<file path="config.mk">
export PLATFORM = sky130hd
export DESIGN_NAME = offs_shift
export DESIGN_NICKNAME = d
export VERILOG_FILES = /design/src/rtl/offs_shift_pkg.sv /design/src/rtl/offs_amt_decode.sv /design/src/rtl/offs_shift_stage.sv /design/src/rtl/offs_shift_core.sv /design/src/rtl/offs_shift.sv
export SDC_FILE = /design/constraint.sdc
export NUM_CORES = 1
export LEC_CHECK = 0
export ABC_AREA = 1
export BUFFER_PORTS_ARGS = -buffer_cell sky130_fd_sc_hd__buf_4
export CAP_MARGIN = 30
export CORE_UTILIZATION = 52
export CTS_BUF_LIST = sky130_fd_sc_hd__clkbuf_16
export CTS_CLUSTER_SIZE = 14
export DETAILED_ROUTE_END_ITERATION = 10
export PLACE_DENSITY = 0.77
export SLEW_MARGIN = 25
export SYNTH_ARGS = -nofsm -noshare
export SYNTH_HDL_FRONTEND = slang
export SYNTH_SLANG_ARGS = --single-unit
</file>
<file path="constraint.sdc">
create_clock -name clk -period 2.3 [get_ports clk]
set_clock_uncertainty 0.05 [all_clocks]
set_input_delay 0.46 -clock clk [delete_from_list [all_inputs] [get_ports clk]]
set_output_delay 0.46 -clock clk [all_outputs]
set_load 0.1 [all_outputs]
</file>
<file path="src/rtl/offs_shift_pkg.sv">
package offs_shift_pkg;
  typedef enum logic [1:0] {
    SK_LSL = 2'b00,
    SK_LSR = 2'b01,
    SK_ASR = 2'b10,
    SK_ROR = 2'b11
  } shift_kind_e;
endpackage

</file>
<file path="src/rtl/offs_amt_decode.sv">
module offs_amt_decode #(
  parameter int W  = 32,
  parameter int AW = $clog2(W)
) (
  input  logic [AW-1:0] amt,
  input  logic [1:0]    kind,
  input  logic          carry,
  input  logic          msb,
  output logic [AW:0]   eff_amt,
  output logic          fill,
  output logic          rot,
  output logic          rev
);
  import offs_shift_pkg::*;
  localparam logic [AW:0] FULL = (AW+1)'(W);
  localparam logic [AW:0] ONE  = (AW+1)'(1);

  logic amt_zero;
  assign amt_zero = (amt == '0);

  always_comb begin
    eff_amt = {1'b0, amt};
    fill    = 1'b0;
    rot     = 1'b0;
    rev     = 1'b0;
    unique case (shift_kind_e'(kind))
      SK_LSL: rev = 1'b1;
      SK_LSR: if (amt_zero) eff_amt = FULL;
      SK_ASR: begin
        fill = msb;
        if (amt_zero) eff_amt = FULL;
      end
      SK_ROR: begin
        if (amt_zero) begin
          eff_amt = ONE;   // one-bit shift with carry filling the top
          fill    = carry;
        end else begin
          rot = 1'b1;
        end
      end
      default: ;
    endcase
  end
endmodule

</file>
<file path="src/rtl/offs_shift_stage.sv">
module offs_shift_stage #(
  parameter int W  = 32,
  parameter int SH = 1
) (
  input  logic [W-1:0] d,
  input  logic         en,
  input  logic         rot,
  input  logic         fill,
  output logic [W-1:0] q
);
  logic [W-1:0] moved;
  generate
    if (SH >= W) begin : g_full
      assign moved = rot ? d : {W{fill}};
    end else begin : g_part
      assign moved = rot ? {d[SH-1:0], d[W-1:SH]} : {{SH{fill}}, d[W-1:SH]};
    end
  endgenerate
  assign q = en ? moved : d;
endmodule

</file>
<file path="src/rtl/offs_shift_core.sv">
module offs_shift_core #(
  parameter int W  = 32,
  parameter int AW = $clog2(W)
) (
  input  logic [W-1:0] d,
  input  logic [AW:0]  amt,
  input  logic         fill,
  input  logic         rot,
  input  logic         rev,
  output logic [W-1:0] q
);
  localparam int NST = AW + 1;

  logic [W-1:0] d_rev;
  logic [W-1:0] q_rev;
  logic [W-1:0] lvl [NST+1];

  generate
    for (genvar b = 0; b < W; b++) begin : g_rev
      assign d_rev[b] = d[W-1-b];
      assign q_rev[b] = lvl[NST][W-1-b];
    end
  endgenerate

  assign lvl[0] = rev ? d_rev : d;

  generate
    for (genvar k = 0; k < NST; k++) begin : g_st
      offs_shift_stage #(.W(W), .SH(1 << k)) u_st (
        .d    (lvl[k]),
        .en   (amt[k]),
        .rot  (rot),
        .fill (fill),
        .q    (lvl[k+1])
      );
    end
  endgenerate

  assign q = rev ? q_rev : lvl[NST];
endmodule

</file>
<file path="src/rtl/offs_shift.sv">
module offs_shift #(
  parameter int W       = 32,
  parameter int AW      = $clog2(W),
  parameter bit OUT_REG = 1'b1
) (
  input  logic          clk,
  input  logic          rst,
  input  logic [W-1:0]  src_val,
  input  logic [AW-1:0] sh_amt,
  input  logic [1:0]    sh_kind,
  input  logic          carry_in,
  output logic [W-1:0]  result
);
  logic [AW:0]  eff_amt;
  logic         fill;
  logic         rot;
  logic         rev;
  logic [W-1:0] shifted;

  offs_amt_decode #(.W(W), .AW(AW)) u_dec (
    .amt     (sh_amt),
    .kind    (sh_kind),
    .carry   (carry_in),
    .msb     (src_val[W-1]),
    .eff_amt (eff_amt),
    .fill    (fill),
    .rot     (rot),
    .rev     (rev)
  );

  offs_shift_core #(.W(W), .AW(AW)) u_core (
    .d    (src_val),
    .amt  (eff_amt),
    .fill (fill),
    .rot  (rot),
    .rev  (rev),
    .q    (shifted)
  );

  generate
    if (OUT_REG) begin : g_reg
      always_ff @(posedge clk) begin
        if (rst) result <= '0;
        else     result <= shifted;
      end
    end else begin : g_comb
      assign result = shifted;
    end
  endgenerate
endmodule

</file>
; ---- After elaboration in Yosys (flattened, before gate mapping)
; Index checks and enable logic that the tools add are counted.
[totals]
register_bits = 32
latchBits = 0
ram_bits = 0
rom_bits = 0
inputBits = 42
word_cells = 29
memories = 0
[classes]
n_addsub = 0
multipliers = 0
n_div = 0
magnitude_cmp = 0
eq_ne = 3
shifts = 0
n_mux = 22
bitwise = 0
reduce_logical = 3
[op_table]
columns = cell, count
row1 = $mux W32, 14
row2 = $pmux W6 S2, 1
row3 = $mux W6, 1
row4 = $logic_not A5 Y1, 1
row5 = $mux W5, 1
row6 = $eq A2 B2 Y1 const B, 2
row7 = $mux W1, 4
row8 = $eq A2 B1 Y1 const B, 1
row9 = $logic_not A2 Y1, 1
row10 = $pmux W1 S2, 1
row11 = $reduce_or A2 Y1, 1

; ---- Logic depth before layout (Yosys ltp)
[logic_depth]
word_depth = 16
ltp_mapped = 21
ltp_nobuf = 19

; ---- Modules after synthesis
; From an unflattened synthesis, not the netlist that was laid out.
[hier_totals]
cells_unflattened = 1006
hier_area_um2 = 4857.2
[by_module_without_submodules]
columns = mod, instances, cells_each, area_each_um2
row1 = offs_shift, 1, 99, 914.6
row2 = offs_shift_core, 1, 206, 844.6
row3 = offs_shift_stage at u_core.g_st[4].u_st, 1, 141, 576.8
row4 = offs_shift_stage at u_core.g_st[3].u_st, 1, 123, 568.0
row5 = offs_shift_stage at u_core.g_st[1].u_st, 1, 110, 516.7
row6 = offs_shift_stage at u_core.g_st[2].u_st, 1, 114, 516.7
row7 = offs_shift_stage at u_core.g_st[0].u_st, 1, 107, 456.7
row8 = offs_shift_stage at u_core.g_st[5].u_st, 1, 73, 290.3
row9 = offs_amt_decode, 1, 33, 172.7

; ---- Worst setup path after synthesis
; OpenSTA, ideal clock, no wires.
[synth_timing]
kind = input to register
start = input sh_kind[0]
end = register result[29]
setup_ns = 0.110
arrival_ns = 2.112
slack_ns = 0.028
cell_stages = 19
path_buffers = 3
path_cell_list = inv_1 -> ha_1 -> buf_6 -> nor2_2 -> inv_1 -> o21ai_2 -> buf_6 -> buf_6 -> nand3_1 -> nand3_1 -> nand3_1 -> nand3_1 -> nand2_1 -> nand2_1 -> nand2_1 -> nand3_1 -> nand3_1 -> nand2_1 -> inv_1
[synth_between]
elab_chain_cells = 16
word_cells_on_any_way = 23
cone_classes = 3 x eq/ne / 18 x mux / 2 x reduce/logical
[synth_lines]
columns = item, line_no
row1 = start: declaration, offs_shift.sv:10  ; input logic [1:0] sh_kind,
row2 = $logic_not A2 Y1, offs_amt_decode.sv:26  ; unique case (shift_kind_e'(kind))
row3 = $mux W1, offs_amt_decode.sv:26
row4 = $mux W32, offs_shift_core.sv:25  ; assign lvl[0] = rev ? d_rev : d;
row5 = $mux W32, offs_shift_stage.sv:16  ; assign moved = rot ? {d[SH-1:0], d[W-1:SH]} : {{SH{fill}}, d[W-1:SH]};
row6 = $mux W32, offs_shift_stage.sv:19  ; assign q = en ? moved : d;
row7 = $mux W32, offs_shift_stage.sv:16
row8 = $mux W32, offs_shift_stage.sv:19
row9 = $mux W32, offs_shift_stage.sv:16
row10 = $mux W32, offs_shift_stage.sv:19
row11 = $mux W32, offs_shift_stage.sv:16
row12 = $mux W32, offs_shift_stage.sv:19
row13 = $mux W32, offs_shift_stage.sv:16
row14 = $mux W32, offs_shift_stage.sv:19
row15 = $mux W32, offs_shift_stage.sv:14  ; assign moved = rot ? d : {W{fill}};
row16 = $mux W32, offs_shift_stage.sv:19
row17 = $mux W32 *, offs_shift_core.sv:39  ; assign q = rev ? q_rev : lvl[NST];
row18 = end signal: assignment, offs_shift.sv:44  ; else result <= shifted;
row19 = end: declaration, offs_shift.sv:12  ; output logic [W-1:0] result
; Every way passes the cells marked *; elsewhere a longest branch is shown, timed or not.
; A chain may end at the register's enable or synchronous reset.

; ---- Worst setup path in the final report
[layout_timing]
start = input sh_kind[0]
end = register result[0]
; The elaborated chain is that of the path after synthesis.

==> impl_metrics.yaml <==
detailed_routing:
  firstDrtPassIters: 7
  vias: 6360
  viasPerCell: 6.217
  wl_mm: 18.12
  drt_iter0_markers: 773
  antenna_left: 0
  drc: 0
  wl_per_cell_um: 17.71
synthesis:
  ys_top_cells_by_area: "nand3_1, nand2_1, dfxtp_1"
  netlist_instances: 826
  ys_warn_count: 0
  synth.distinct_cells: 28
  syn_area_per_cell_um2: 5.117
  syn_area_mm2: 0.004227
  synth_top_area_share: 0.2877
  ys_ff_latch: 32
  synth_fp_nets: 871
  synth-seq-area-share: 0.1516
  yosysTopAreaCell: "nand3_1"
layout:
  fin_util: 0.7923
  reg_top3: "result (32)"
  n_fill_cell: 559
  regMostFlops: "result"
  stdcell_count: 1023
  diodes: 0
  area_delta_synth_final_pct: 46.36
  num-nets-final: 965
  largest_reg_flops: 32
  layout-drive-gt1-share: 0.3398
floorplan:
  fp.dieH_um: 92.16
  pin_count: 74
  fp.dieW_um: 92.16
  rows: 32
  initial_utilization: 0.5413
  core-area_mm2: 0.007807
  die-area_mm2: 0.008493
global_routing:
  gr-usage-met1: 0.4737
  grt_pass1_vias: 5572
  antenna_found_initial: 0
  grt_max_degree: 51
  overflow: 0
  met2_usage: 0.6629
  grt.busiest_layer: "met2"
  grt.met3_usage: 0.05473
  grt.total_usage: 0.3816
  grt_pass1_wl_mm: 25.86
critical_path:
  cp-startpoint: "sh_kind[0]"
  worstSetupEndpointType: "flip-flop"
  path_class: "in2reg"
  critPathRequiredTime_ns: 2.46
  arrival_ns: 2.59
  cp_max_fo: 9
  start_kind: "input port"
power_and_ir_drop:
  total_power_uw: 3887
  peakVddDrop_mv: 0.4989
  powerDensity_mw_per_mm2: 628.4
  leakagePower_uw: 0.003280
min_path:
  hp-start: "rst"
  min_path_cells: 2
  hold_end: "result[30]"
  hp-class: "in2reg"
timing:
  worstMarginPinSlew_ns: 0.4924
  min_period_over_period: 1.055
  finalWorstSetupSlack_ns: -0.1259
  fmax_mhz: 412.2
  hold_viol: 0
  drv_slew: 0
  min_period_ns: 2.426
  slew_headroom: 0.6683
  rsz0062_at_grt: "yes"
  finalSetupViolCount: 29
clocking:
  clkTransAtPathRegs_ns: 0.05
  cts.sinks: 32
  root_buffer: "clkbuf_16"
  clockBufferDepth: 2
  hold_buffers: 0
  cts_tree: "built"
  htreeDepth: 2
  cts_made_buffers: 5
run:
  cap_violations: 0
status:
  status: "finished, violations left"
  violations: "negative setup slack"
placement:
  gp_congestion: 1.037
  port_buffers: 73
  dp_hpwl_mm: 12.14
  placed_cells: 1001
-- cells in the mapped netlist --
master and n:
nand2_1 311, nand3_1 243, inv_1 61, nor2_1 39
dfxtp_1 32, o21ai_0 29, buf_2 27, a21oi_1 13
clkbuf_1 10, buf_6 7, inv_2 5, nand2_2 5
nand4_1 5, or2_2 5, buf_1 4, buf_4 3
ha_1 3, nand3_2 3, nand3b_1 3, nor2_2 3
o21ai_2 3, or2_0 3, clkinv_1 2, o21ai_1 2
or2_1 2, a21oi_2 1, nand2_4 1, nor2_4 1
-- final cells by class --
cell class,count,area (um2),share of cell area
Sequential cell,32,640.6,0.1036
Clock buffer,5,125.1,0.02023
Tap cell,102,127.6,0.02063
Clock inverter,3,38.79,0.006270
Timing Repair Buffer,133,1197,0.1936
Inverter,68,262.8,0.04248
Multi-Input combinational cell,680,3794,0.6133
-- kinds of logic after synthesis --
group | Yosys count | share of synthesized area
fa+ha+maj | 3 | 0.008882
flops | 32 | 0.1516
compound gates | 48 | 0.06039
buf+inv | 119 | 0.1288
simple gates | 624 | 0.6504
-- how the worst max path moves through the flow --
stage                      end  slack [ns]
detailed placement  result[18]       -0.43
CTS                 result[29]       -0.03
finish               result[0]       -0.13
global route         result[0]       -0.24
global placement    result[28]       -0.42
floorplan           result[29]        0.03
-- through the flow --
| step | hold slack, ns | instance area, um2 | worst slack [ns] | setup TNS, ns |
|---|---|---|---|---|
| 2_1_floorplan | 0.4791 | 4227 | 0.02840 | 0 |
| 3_3_place_gp | 0.5783 | 5116 | -0.4204 | -11.26 |
| 3_5_place_dp | 0.5857 | 5124 | -0.4263 | -12.38 |
| 4_1_cts | 0.2976 | 5380 | -0.02769 | -0.08496 |
| 5_1_grt | 0.2908 | 6186 | -0.2366 | -4.852 |
| 6_report | 0.2983 | 6186 | -0.1259 | -1.642 |
-- critical path: stages --
cell	delay, ns
buf_6	0.11
inv_4	0.05
ha_4	0.23
nor2_4	0.07
o21ai_4	0.27
buf_6	0.20
nand2_8	0.08
nand2_1	0.08
nand3_1	0.14
nand3_2	0.14
nand3_1	0.12
nand2_2	0.11
nand2_1	0.07
nand2_1	0.08
nand2_1	0.06
nor2_2	0.15
nor2_1	0.06
nor2_1	0.09
-- routing by layer --
layer / up-vias / part of all wire
li1: 2883 / -
met1: 2837 / 0.35
met2: 491 / 0.46
met3: 149 / 0.12
met4: 0 / 0.063
met5: - / 0
-- where the power goes --
group,leakage [uW],internal [uW],switching [uW]
logic,0.00293,736,1750
registers,0.000267,633,22.7
clock network,0.0000850,504,238
-- cell usage in the layout (no fill, tap or decap), types with 5 or more instances in the layout --
| master | Yosys | layout |
|---|---|---|
| inv_2 | 5 | 5 |
| buf_12 | 0 | 13 |
| nand2_1 | 311 | 269 |
| nand3_1 | 243 | 157 |
| nor2_1 | 39 | 34 |
| o21ai_1 | 2 | 8 |
| o21ai_0 | 29 | 21 |
| dfxtp_1 | 32 | 32 |
| or2_2 | 5 | 5 |
| nand2_2 | 5 | 41 |
| buf_4 | 3 | 115 |
| inv_1 | 61 | 59 |
| nor2_2 | 3 | 7 |
| nand2_8 | 0 | 8 |
| nand3_2 | 3 | 88 |
| clkbuf_16 | 0 | 6 |
| nand4_1 | 5 | 5 |
| a21oi_1 | 13 | 11 |
-- what timing repair did --
action / CTS / global route
hold endpoints to repair: 0 / 0
resized for setup: 21 / 159
cloned: 0 / 6
pin swaps: 1 / 16
buffers inserted: 0 / 8
setup endpoints to repair: 32 / 32
No activity file was read; power rests on OpenSTA's default activity.
